===== config.mk =====
export PLATFORM = sky130hd
export DESIGN_NAME = halfbridge_guard
export DESIGN_NICKNAME = d
export VERILOG_FILES = /design/src/rtl/hbg_pkg.sv /design/src/rtl/hbg_cmd_decode.sv /design/src/rtl/hbg_ctrl.sv /design/src/rtl/hbg_gate_reg.sv /design/src/rtl/halfbridge_guard.sv
export SDC_FILE = /design/constraint.sdc
export NUM_CORES = 1
export LEC_CHECK = 0
export BUFFER_PORTS_ARGS = -buffer_cell sky130_fd_sc_hd__buf_2
export CORE_MARGIN = 5
export CORE_UTILIZATION = 45
export CTS_BUF_LIST = sky130_fd_sc_hd__clkbuf_2
export DETAILED_ROUTE_END_ITERATION = 6
export GPL_TIMING_DRIVEN = 1
export HOLD_SLACK_MARGIN = 0.05
export PLACE_DENSITY = 0.66
export SLEW_MARGIN = 20
export SYNTH_ARGS = -nofsm -noshare
export SYNTH_HDL_FRONTEND = slang
export SYNTH_SLANG_ARGS = --single-unit

===== constraint.sdc =====
create_clock -name clk -period 2.6 [get_ports clk]
set_clock_uncertainty 0.1 [all_clocks]
set_input_delay 0.26 -clock clk [delete_from_list [all_inputs] [get_ports clk]]
set_output_delay 0.26 -clock clk [all_outputs]
set_load 0.02 [all_outputs]

===== src/rtl/hbg_pkg.sv =====
package hbg_pkg;

  typedef enum logic [1:0] {
    REQ_NONE = 2'd0,
    REQ_HI   = 2'd1,
    REQ_LO   = 2'd2
  } gateReq_e;

  // Strobes from the control to the gate registers.
  typedef struct packed {
    logic clrAll;
    logic setHi;
    logic setLo;
  } gateStrobe_t;

endpackage


===== src/rtl/hbg_cmd_decode.sv =====
module hbg_cmd_decode
  import hbg_pkg::*;
(
  input  logic     hiCmd,
  input  logic     loCmdN,
  input  logic     enable,
  input  logic     underVolt,
  output gateReq_e req
);

  always_comb begin
    req = REQ_NONE;
    if (enable && !underVolt) begin
      unique case ({hiCmd, loCmdN})
        2'b11:   req = REQ_HI;    // upper switch only
        2'b00:   req = REQ_LO;    // lower switch only
        default: req = REQ_NONE;  // conflict or idle: tri-state
      endcase
    end
  end

endmodule


===== src/rtl/hbg_ctrl.sv =====
module hbg_ctrl
  import hbg_pkg::*;
#(
  parameter int DT_W = 8
) (
  input  logic            clk,
  input  logic            rstN,
  input  gateReq_e        req,
  input  logic            underVolt,
  input  logic [DT_W-1:0] deadCycles,
  input  logic            hiGate,
  input  logic            loGate,
  output gateStrobe_t     strobe
);

  localparam logic [DT_W-1:0] CNT_MAX = {DT_W{1'b1}};
  localparam logic [DT_W-1:0] CNT_ONE = DT_W'(1);

  logic [DT_W-1:0] offCnt;
  logic [DT_W-1:0] dtEff;
  logic            bothLow;
  logic            gapDone;
  logic            bothLowNext;

  assign dtEff   = (deadCycles == '0) ? CNT_ONE : deadCycles;
  assign bothLow = !hiGate && !loGate;
  assign gapDone = bothLow && (offCnt >= dtEff);

  always_comb begin
    strobe = '0;
    unique case (req)
      REQ_HI: begin
        if (loGate)       strobe.clrAll = 1'b1;
        else if (gapDone) strobe.setHi  = 1'b1;
      end
      REQ_LO: begin
        if (hiGate)       strobe.clrAll = 1'b1;
        else if (gapDone) strobe.setLo  = 1'b1;
      end
      default: strobe.clrAll = 1'b1;
    endcase
  end

  assign bothLowNext = strobe.clrAll || (bothLow && !strobe.setHi && !strobe.setLo);

  // Counts the edges for which both gates have been low.
  always_ff @(posedge clk or negedge rstN) begin
    if (!rstN) begin
      offCnt <= CNT_MAX;
    end else if (underVolt) begin
      offCnt <= '0;
    end else if (bothLowNext) begin
      if (!bothLow)             offCnt <= CNT_ONE;
      else if (offCnt != CNT_MAX) offCnt <= offCnt + CNT_ONE;
    end
  end

  // A turn-on strobe is only legal from the tri-stated state.
  assert_set_from_off_R6: assert property (@(posedge clk) disable iff (!rstN)
    (strobe.setHi || strobe.setLo) |-> (!hiGate && !loGate));

  // Undervoltage restarts the gap from zero.
  assert_uv_reload_R9: assert property (@(posedge clk) disable iff (!rstN)
    underVolt |=> (offCnt == '0));

endmodule


===== src/rtl/hbg_gate_reg.sv =====
module hbg_gate_reg
  import hbg_pkg::*;
(
  input  logic        clk,
  input  logic        rstN,
  input  gateStrobe_t strobe,
  output logic        hiGate,
  output logic        loGate
);

  always_ff @(posedge clk or negedge rstN) begin
    if (!rstN) begin
      hiGate <= 1'b0;
      loGate <= 1'b0;
    end else if (strobe.clrAll) begin
      hiGate <= 1'b0;
      loGate <= 1'b0;
    end else if (strobe.setHi) begin
      hiGate <= 1'b1;
      loGate <= 1'b0;
    end else if (strobe.setLo) begin
      hiGate <= 1'b0;
      loGate <= 1'b1;
    end
  end

  assert_never_both_R6: assert property (@(posedge clk) disable iff (!rstN)
    !(hiGate && loGate));

  assert_no_direct_swap_R7: assert property (@(posedge clk) disable iff (!rstN)
    ($rose(hiGate) |-> !$past(loGate)) and ($rose(loGate) |-> !$past(hiGate)));

endmodule


===== src/rtl/halfbridge_guard.sv =====
module halfbridge_guard
  import hbg_pkg::*;
#(
  parameter int DT_W = 8
) (
  input  logic            clk,
  input  logic            rstN,
  input  logic            hiCmd,
  input  logic            loCmdN,
  input  logic            enable,
  input  logic            underVolt,
  input  logic [DT_W-1:0] deadCycles,
  output logic            hiGate,
  output logic            loGate
);

  gateReq_e    req;
  gateStrobe_t strobe;

  hbg_cmd_decode u_decode (
    .hiCmd     (hiCmd),
    .loCmdN    (loCmdN),
    .enable    (enable),
    .underVolt (underVolt),
    .req       (req)
  );

  hbg_ctrl #(.DT_W(DT_W)) u_ctrl (
    .clk        (clk),
    .rstN       (rstN),
    .req        (req),
    .underVolt  (underVolt),
    .deadCycles (deadCycles),
    .hiGate     (hiGate),
    .loGate     (loGate),
    .strobe     (strobe)
  );

  hbg_gate_reg u_gates (
    .clk    (clk),
    .rstN   (rstN),
    .strobe (strobe),
    .hiGate (hiGate),
    .loGate (loGate)
  );

  // Independent run length of both-off cycles, observed at the outputs.
  localparam logic [DT_W-1:0] RUN_MAX = {DT_W{1'b1}};
  logic [DT_W-1:0] lowRun;
  logic [DT_W-1:0] minGap;

  assign minGap = (deadCycles == '0) ? DT_W'(1) : deadCycles;

  always_ff @(posedge clk or negedge rstN) begin
    if (!rstN)                  lowRun <= RUN_MAX;
    else if (hiGate || loGate)  lowRun <= '0;
    else if (lowRun != RUN_MAX) lowRun <= lowRun + DT_W'(1);
  end

  assert_gap_length_R7: assert property (@(posedge clk) disable iff (!rstN)
    ($rose(hiGate) || $rose(loGate)) |-> (lowRun >= $past(minGap)));

  assert_shutdown_off_R1: assert property (@(posedge clk) disable iff (!rstN)
    (!enable || underVolt) |=> (!hiGate && !loGate));

  assert_hi_decode_R3: assert property (@(posedge clk) disable iff (!rstN)
    $rose(hiGate) |-> $past(hiCmd && loCmdN));

  assert_lo_decode_R2: assert property (@(posedge clk) disable iff (!rstN)
    $rose(loGate) |-> $past(!hiCmd && !loCmdN));

endmodule


==> summary.txt, run 1 <==
Global routing
  – Largest net degree at the start of global routing: 12
  – Initial antenna violation count: 0
  – Vias in the first global route: 854
  – Congestion Overflow GR: 0
  – GRT Overall Usage: 15.0%
  – First-pass GRT wire length: approximately 3800 um

Drt
  – Vias per cell: 5.65
  – Wire length on met3: 128 um
  – Met2 wire length: 914 um
  – Avg WL per Cell: between 10 and 15 um
  – DRT Wirelength: between 2000 and 2500 um
  – Top sig layer: met4
  – Metal-1 WL: 1070 um
  – Vias: approximately 900
  – Post-DRT Antenna Nets: 0
  – First DRT Iteration DRCs: 21
  – DRC violations left: 0
  – Initial DRT Pass Iterations: 4

Run
  – Max Cap Viol: 0

Timing
  – F_max: 412 MHz
  – Fin crit period: 2430 ps
  – RSZ-0062 raised after global routing: false
  – Max-slew violation count: 0
  – Headroom to the max-slew limit: 68.1%
  – TNS Setup: 0 ps
  – Final period utilization: 93.4%
  – Final Hold Vio Count: 0
  – Setup Viol. Count Final: 0
  – Least-Margin Pin Slew: 475 ps

Worst setup path
  – Worst-path fanout max: 6
  – CP max stage delay: roughly 600 ps
  – Worst EP arrival: 2520 ps
  – Critical Path RT: 2690 ps
  – Worst r2r dst: u_ctrl.offCnt[5]
  – CP endpoint kind: flip-flop
  – Crit start category: flip-flop
  – Crit path kind: reg2reg
  – CP max stage cell: dfstp_2
  – Worst r2r src: u_ctrl.offCnt[0]
  – Reg-to-reg setup timing slack: between 150 and 200 ps
  – Reg2Reg Depth: 7
  – CP cell instances: inv_1 -> ha_1 -> nand2b_1 -> a2111o_1 -> a31oi_1 -> o21ai_1 -> o22ai_1

Layout
  – Area growth from synthesis to layout: 10.8%
  – Post-layout nets: 159
  – Layout cell share with drive strength beyond 1: 26.3%
  – Most frequent cells in the layout: inv_1, buf_2, a21oi_1
  – Layout fillers: approximately 190
  – Final instance area: ~1100 um^2
  – ANT cells: 0
  – Commonest non-fill, non-tap cell in the layout: inv_1

Clock network
  – Cts bufs inserted: 3
  – Longest Clk Path Bufs: 2
  – H-tree lvl count: 1
  – Post-CTS Resized: 0
  – CTS tree: yes
  – CTS sink cnt: 10
  – Setup Buffers After CTS: 0
  – Worst skew pair latency: 270 ps
  – CTS clk-pin slew, worst paths: 90 ps
  – Cts hold-fix bufs: 1
  – Root Driver: clkbuf_2

Worst hold path
  – Min-Delay Path Class: in2async

Synthesis
  – Register bit total from synthesis: 10
  – Synthesized Nets: between 100 and 150
  – Post-synth EDFFs: 0
  – Synth warn: 0
  – Yosys cell types: 39
  – Post-Syn Area: 972 um^2
  – Syn avg cell area: 8.31 um^2
  – Synth Instances: 117
  – Post-synth top flop: dfstp_2
  – Share of flip-flops with an asynchronous set or reset: 100%
  – Register area share after synthesis: 26.8%

Placement
  – Gp weighted congestion: 0.790
  – IO buf count: 15
  – Dpl hpwl: roughly 1700 um
  – Cell Area, Placed: about 1000 um^2

Status
  – Status: finished clean

Die
  – Initial Utilization: 48.6%
  – Die span in x: around 56 um
  – I/O pins: 16
  – # rows: 16
  – Total core area: 2000 um^2
  – Die Y: 56.5 um
  – Die Area: 3190 um^2

Pwr
  – PD cells: about 310 nW/um^2
  – Leakage: 0.509 nW
  – Worst vdd ir: 0.000212 V
-- through the flow --
step | power [mW] | utilization [%] | hold slack, ps | setup slack (ps) | instances
detailed placement | 0.239 | 52.3 | 34.2 | 19.8 | 155
CTS | 0.335 | 53.8 | 269 | 149 | 160
global route | 0.358 | 53.8 | 279 | 20.9 | 160
global placement | 0.236 | 52.3 | 34.4 | 122 | 155
floorplan | 0.213 | - | -136 | 387 | 117
finish | 0.335 | 53.8 | 272 | 171 | 160
-- layer usage --
metal  track usage [%]  vias up
li1                  -      460
met1              21.0      412
met2              21.8       27
met3              3.44        5
met4              6.10        0
met5                 0        -
-- worst max-delay path by stage --
stage	start	end	slack, ps	cells past startpoint
6_report	u_ctrl.offCnt[0]	u_ctrl.offCnt[5]	170	7
5_1_grt	u_ctrl.offCnt[0]	u_ctrl.offCnt[6]	20	7
4_1_cts	u_ctrl.offCnt[0]	u_ctrl.offCnt[2]	150	7
3_5_place_dp	deadCycles[2]	u_ctrl.offCnt[2]	20	9
3_3_place_gp	deadCycles[2]	u_ctrl.offCnt[2]	120	9
2_1_floorplan	deadCycles[2]	u_ctrl.offCnt[0]	390	8
-- cells in the mapped netlist (2+ instances only) --
master	count	area (um^2)
inv_1	19	71.3
a21oi_1	14	70.1
ha_1	11	138
dfstp_2	8	210
nand2_1	6	22.5
o22ai_1	6	37.5
and3_1	4	25.0
nand2b_1	4	25.0
nor3_1	4	20.0
nand4_1	3	18.8
o21ai_0	3	15.0
a31oi_1	2	12.5
clkbuf_1	2	7.51
dfrtp_1	2	50.1
nand3_1	2	10.0
nor2_1	2	7.51
nor2b_1	2	12.5
o22a_1	2	17.5
-- critical path: cells and delay by family (launching register included) --
kind,cells,cell delay [ps]
AOI/OAI and AO/OA,4,1190
DFF,1,590
adders and majority gates,1,280
and+or+nand+nor,1,140
buffers and inverters,1,60
-- registers in the layout, indices dropped and copies added (netlist names) --
signal	cells
u_ctrl.offCnt	8
u_gates.loGate	1
u_gates.hiGate	1
-- area by class of cell --
| type | instances | area, um^2 | share of cell area [%] |
|---|---|---|---|
| inverter | 19 | 71.3 | 6.62 |
| clock buffer | 4 | 20.0 | 1.86 |
| sequential | 10 | 260 | 24.2 |
| multi-input combinational | 84 | 607 | 56.3 |
| timing repair buffer | 16 | 85.1 | 7.90 |
| tap | 27 | 33.8 | 3.14 |
-- kinds of logic (layout without fill, tap and decap cells) --
kind of cell               Yosys count  after routing  synth area share (%)
AOI/OAI and AO/OA                   39             39                  27.9
and+or+nand+nor                     34             34                  20.3
buffers and inverters               23             39                  10.8
adders and majority gates           11             11                  14.2
DFF                                 10             10                  26.8
-- where the power goes --
group | leakage, nW | internal, mW | switching [mW]
clock | 0.0166 | 0.0408 | 0.0576
combinational | 0.382 | 0.0313 | 0.0373
sequential | 0.111 | 0.163 | 0.00503
(Power assumes the default switching activity.)
==> inputs of run 2 (changes only) <==
- CORE_MARGIN: 5 -> unset
==> summary.txt, run 2 (same netlist as run 1, synthesis figures left out) <==
Status
  – Status: finished clean

Timing
  – Final Hold Vio Count: 0 (unchanged)
  – TNS Setup: 0 ps (unchanged)
  – Max-slew violation count: 0 (unchanged)
  – Setup Viol. Count Final: 0 (unchanged)
  – Least-Margin Pin Slew: 473 ps (-1.56 ps)
  – F_max: 425 MHz (+3.2%)
  – Headroom to the max-slew limit: 68.2% (+0.10 points)
  – RSZ-0062 raised after global routing: false
  – Final period utilization: 90.6% (-2.9 points)
  – Fin crit period: 2360 ps (-74.2 ps)
  – Hold Slack: 265 ps (-7.22 ps)

Placement
  – Dpl hpwl: 1630 um (-1.9%)
  – Gp weighted congestion: 0.814 (+2.9%)
  – IO buf count: 15 (unchanged)

Layout
  – Area growth from synthesis to layout: 11.3%
  – Layout cell share with drive strength beyond 1: 26.3% (unchanged)
  – Post-layout nets: 159 (unchanged)
  – Commonest non-fill, non-tap cell in the layout: inv_1
  – ANT cells: 0 (unchanged)
  – Largest regs: u_ctrl.offCnt: 8 flops, u_gates.hiGate: 1 flops, u_gates.loGate: 1 flops
  – Most flop-heavy register: u_ctrl.offCnt
  – Number of flip-flops in the largest register: 8 (unchanged)
  – Most frequent cells in the layout: inv_1, buf_2, a21oi_1
  – Layout fillers: 193 (-0.52%)

Drt
  – Avg WL per Cell: 13.8 um (+2.7%)
  – Vias: 917 (+1.4%)
  – Post-DRT Antenna Nets: 0 (unchanged)
  – DRC violations left: 0 (unchanged)
  – First DRT Iteration DRCs: 23 (+9.5%)
  – DRT Wirelength: 2200 um (+2.7%)
  – Initial DRT Pass Iterations: 4 (unchanged)
  – Vias per cell: 5.73 (+1.4%)

Global routing
  – Congestion Overflow GR: 0 (unchanged)
  – Global Route met3 Usage: 2.52% (-0.92 points)
  – Initial antenna violation count: 0 (unchanged)
  – GRT Overall Usage: 20.1% (+5.2 points)
  – Vias in the first global route: 864 (+1.2%)
  – GR Util met1: 27.1% (+6.1 points)
  – M2 GR Usage: 32.2% (+10 points)
  – First-pass GRT wire length: 3680 um (-3.6%)
  – Largest net degree at the start of global routing: 12 (unchanged)
  – GR peak layer: met2

Pwr
  – PD cells: 305 nW/um^2 (-1.9%)
  – Sw Share: 30.9% (+1.1 points)
  – Switch Pwr: 0.102 mW (+2.3%)
  – Leakage: 0.507 nW (-0.40%)
  – Comb power frac: 21.4% (+0.9 points)
  – Sequential share of power: 50.8% (+0.6 points)
  – Worst vdd ir: 0.000312 V (+47%)
  – Cell Int Power: 0.228 mW (-3.0%)
  – Clock power frac: 27.8% (-1.6 points)

Die
  – I/O pins: 16 (unchanged)
  – Die Area: 2350 um^2 (-26%)
  – Die span in x: 48.5 um (-14%)
  – Total core area: 2000 um^2 (unchanged)
  – Die Y: 48.5 um (-14%)
  – # rows: 16 (unchanged)
  – Initial Utilization: 48.6% (unchanged)

Clock network
  – Cts bufs inserted: 3 (unchanged)
  – CTS clk-pin slew, worst paths: 100 ps (about the same)
  – Longest Clk Path Bufs: 2 (unchanged)
  – Root Driver: clkbuf_2
  – Worst skew pair latency: 260 ps (about the same)
  – CTS tree: yes
  – H-tree lvl count: 1 (unchanged)
  – CTS sink cnt: 10 (unchanged)
  – Setup Buffers After CTS: 0 (unchanged)

Worst setup path
  – Critical Path RT: 2690 ps (about the same)
  – Crit path kind: reg2reg
  – Crit start category: flip-flop
  – Reg2Reg Depth: 7 (unchanged)
  – Worst EP arrival: 2440 ps (-80 ps)
  – Worst-path fanout max: 6 (unchanged)
  – CP endpoint kind: flip-flop

Worst hold path
  – Min-Delay Path Class: in2reg
  – Hold depth: 3

Run
  – Max Cap Viol: 0 (unchanged)
==> run 2: repair_timing <==
action | in CTS | in global routing
hold buffers | 1 | 0
resized for setup | 0 | 1
endpoints found under the setup margin | 0 | 3
endpoints found under the hold margin | 10 | 0
==> run 2: path summary, 6_finish.rpt <==
kind	from	endpoint	slack, ps
setup / recovery	u_ctrl.offCnt[0]	u_ctrl.offCnt[5]	240
max in group asynchronous	rstN	u_ctrl.offCnt[0]	1860
hold reg to reg	u_ctrl.offCnt[1]	u_ctrl.offCnt[1]	420
hold / removal	underVolt	u_ctrl.offCnt[0]	260
setup reg to reg	u_ctrl.offCnt[0]	u_ctrl.offCnt[5]	240
min in group asynchronous	rstN	u_gates.hiGate	290
==> run 2: per-stage QoR <==
stage	power [mW]	utilization (%)	cells	instance area (um^2)	setup slack (ps)
finish	0.330	54.1	160	1080	245
global route	0.354	54.1	160	1080	102
CTS	0.330	53.8	160	1080	174
detailed placement	0.238	52.3	155	1050	41.2
global placement	0.236	52.3	155	1050	112
floorplan	0.213	-	117	972	387
==> run 2: layout make-up <==
class / count / area, um^2 / area share, %
Clock inverter: 1 / 3.75 / 0.347
Multi-Input combinational cell: 84 / 613 / 56.6
Tap cell: 27 / 33.8 / 3.12
Inverter: 19 / 71.3 / 6.59
Clock buffer: 3 / 15.0 / 1.39
Timing Repair Buffer: 16 / 85.1 / 7.86
Sequential cell: 10 / 260 / 24.0
==> run 2: critical path: stages, from the launching register on <==
cell	delay, ps
dfstp_2	590
inv_1	60
ha_1	280
nand2b_1	140
a2111o_1	440
a31oi_2	270
o21ai_1	220
o22ai_1	190
==> run 2: power groups by stage <==
stage                     sequential, mW  combinational, mW  clock (mW)
after floorplan                    0.169             0.0443           0
final                              0.168             0.0707      0.0918
after CTS                          0.168             0.0689      0.0926
after global routing               0.169             0.0805       0.105
after global placement             0.171             0.0654           0
after detailed placement           0.171             0.0672           0
==> run 2: per-layer routing <==
metal | vias to the layer above | share of wire (%)
met1 | 417 | 49
met2 | 33 | 44
met4 | 0 | 2.0
li1 | 462 | -
met3 | 5 | 4.5
met5 | - | 0
==> inputs of run 3 (changes only) <==
- CORE_MARGIN: unset -> 2
==> summary.txt, run 3 (same netlist as run 1, synthesis figures left out) <==
Status
  – Status: finished clean

Pwr
  – Sequential share of power: 50.6% (-0.2 points)
  – Clock power frac: 28.7% (+0.9 points)
  – Tot Pwr: 0.332 mW (+0.40%)
  – Sw Share: 29.1% (-1.8 points)
  – Cell Int Power: 0.235 mW (+3.1%)
  – PD cells: 308 nW/um^2 (+0.87%)
  – Worst vdd ir: 0.000227 V (-27%)
  – Leakage: 0.509 nW (+0.41%)
  – Comb power frac: 20.7% (-0.7 points)
  – Switch Pwr: 0.0965 mW (-5.6%)

Timing
  – Fin crit period: 2390 ps (+35.8 ps)
  – F_max: 418 MHz (-1.5%)
  – Least-Margin Pin Slew: 480 ps (+6.96 ps)
  – Headroom to the max-slew limit: 67.8% (-0.47 points)
  – Max-slew violation count: 0 (unchanged)
  – RSZ-0062 raised after global routing: false
  – Post-route setup slack: 209 ps (-35.8 ps)
  – Final Hold Vio Count: 0 (unchanged)
  – Final period utilization: 92.0% (+1.4 points)
  – Setup Viol. Count Final: 0 (unchanged)

Worst setup path
  – Worst-path fanout max: 6 (unchanged)
  – Crit start category: flip-flop
  – Crit path buf inv count: 1 (unchanged)
  – Worst EP arrival: 2480 ps (+40 ps)
  – Crit path kind: reg2reg
  – Worst r2r src: u_ctrl.offCnt[0]
  – CP max stage delay: 580 ps (about the same)
  – CP max stage cell: dfstp_2
  – CP cell instances: inv_1 -> ha_1 -> nand2b_1 -> a2111o_1 -> a31oi_1 -> o21ai_1 -> o22ai_1
  – Reg-to-reg setup timing slack: 210 ps (-40 ps)
  – Critical Path RT: 2690 ps (about the same)
  – Reg2Reg Depth: 7 (unchanged)
  – CP endpoint kind: flip-flop
  – CP top delay family: compound AO/OA/AOI/OAI gates
  – Worst r2r dst: u_ctrl.offCnt[4]

Global routing
  – Largest net degree at the start of global routing: 12 (unchanged)
  – Vias in the first global route: 854 (-1.2%)
  – Congestion Overflow GR: 0 (unchanged)
  – First-pass GRT wire length: 3610 um (-2.1%)
  – Initial antenna violation count: 0 (unchanged)
  – GRT Overall Usage: 18.7% (-1.5 points)

Layout
  – ANT cells: 0 (unchanged)
  – Post-layout nets: 159 (unchanged)
  – Area growth from synthesis to layout: 10.8%
  – Register Area: 260 um^2 (unchanged)
  – Commonest non-fill, non-tap cell in the layout: inv_1
  – Most flop-heavy register: u_ctrl.offCnt
  – Multi-input gate area: 607 um^2 (-1.0%)
  – Most frequent cells in the layout: inv_1, buf_2, a21oi_1
  – Layout fillers: 200 (+3.6%)
  – Utilization after layout: 53.8% (-0.25 points)
  – Largest regs: u_ctrl.offCnt: 8 flops, u_gates.hiGate: 1 flops, u_gates.loGate: 1 flops
  – Layout cell share with drive strength beyond 1: 26.3% (unchanged)
  – Final instance area: 1080 um^2 (-0.46%)
  – Number of flip-flops in the largest register: 8 (unchanged)

Drt
  – Post-DRT Antenna Nets: 0 (unchanged)
  – Initial DRT Pass Iterations: 4 (unchanged)
  – Avg WL per Cell: 13.4 um (-2.5%)
  – Vias: 895 (-2.4%)
  – Vias per cell: 5.59 (-2.4%)
  – DRT Wirelength: 2150 um (-2.5%)
  – Metal-1 WL: 1060 um (-2.6%)
  – First DRT Iteration DRCs: 21 (-8.7%)
  – Top sig layer: met4
  – DRC violations left: 0 (unchanged)
  – Wire length on met3: 76 um (-23%)
  – Met2 wire length: 968 um (-0.31%)

Clock network
  – Cts hold-fix bufs: 1 (unchanged)
  – Cts bufs inserted: 3 (unchanged)
  – Longest Clk Path Bufs: 2 (unchanged)
  – CTS tree: yes
  – H-tree lvl count: 1 (unchanged)
  – Post-CTS Resized: 0 (unchanged)
  – Setup Buffers After CTS: 0 (unchanged)
  – CTS sink cnt: 10 (unchanged)
  – Root Driver: clkbuf_2
  – CTS clk-pin slew, worst paths: 100 ps (about the same)
  – Worst skew pair latency: 260 ps (about the same)

Die
  – Initial Utilization: 48.6% (unchanged)
  – Die span in x: 50.5 um (+4.1%)
  – Die Area: 2550 um^2 (+8.4%)
  – # rows: 16 (unchanged)
  – I/O pins: 16 (unchanged)
  – Total core area: 2000 um^2 (unchanged)
  – Die Y: 50.5 um (+4.1%)

Placement
  – Gp weighted congestion: 0.815 (+0.15%)
  – Dpl ws: -5.20 ps (-46.4 ps)
  – Dpl hpwl: 1620 um (-0.67%)
  – IO buf count: 15 (unchanged)
  – Cell Area, Placed: 1050 um^2 (unchanged)

Worst hold path
  – Worst hold start: underVolt
  – Min-Delay Path Class: in2reg
  – Hold depth: 3 (unchanged)
  – Hold EP: u_ctrl.offCnt[0]

Run
  – Max Cap Viol: 0 (unchanged)
[run 3: metal layers]
layer  vias to the layer above  global-route usage [%]
li1                        460                       -
met1                       408                    23.3
met2                        22                    32.5
met3                         5                    1.79
met4                         0                    8.11
met5                         -                       0
[run 3: tightest hold or removal path: stages]
cell	delay, ps
buf_2	130
a31oi_1	50
o22a_1	190
[run 3: worst max path at each step]
stage,startpoint,endpoint,cells after the start
after floorplan,deadCycles[2],u_ctrl.offCnt[0],8
after global placement,deadCycles[2],u_ctrl.offCnt[1],9
after detailed placement,deadCycles[2],u_ctrl.offCnt[4],9
after CTS,u_ctrl.offCnt[0],u_ctrl.offCnt[4],7
after global routing,u_ctrl.offCnt[0],u_ctrl.offCnt[4],7
final,u_ctrl.offCnt[0],u_ctrl.offCnt[4],7
[run 3: layout make-up]
| cell class | count | share of cell area [%] |
|---|---|---|
| Tap cell | 27 | 3.14 |
| Timing Repair Buffer | 16 | 7.90 |
| Clock buffer | 4 | 1.86 |
| Sequential cell | 10 | 24.2 |
| Multi-Input combinational cell | 84 | 56.3 |
| Inverter | 19 | 6.62 |
[run 3: per-stage QoR]
stage          hold slack, ps  TNS, ps  cells
6_report                  279        0    160
5_1_grt                   269        0    160
4_1_cts                   277        0    160
3_5_place_dp             36.7    -5.20    155
3_3_place_gp             33.5        0    155
2_1_floorplan            -136        0    117
[run 3: power by group through the flow]
stage	Combinational (mW)	Clock [mW]	Sequential, mW
2_1_floorplan	0.0443	0	0.169
3_3_place_gp	0.0657	0	0.170
3_5_place_dp	0.0677	0	0.170
4_1_cts	0.0693	0.0972	0.168
5_1_grt	0.0784	0.106	0.169
6_report	0.0687	0.0953	0.168
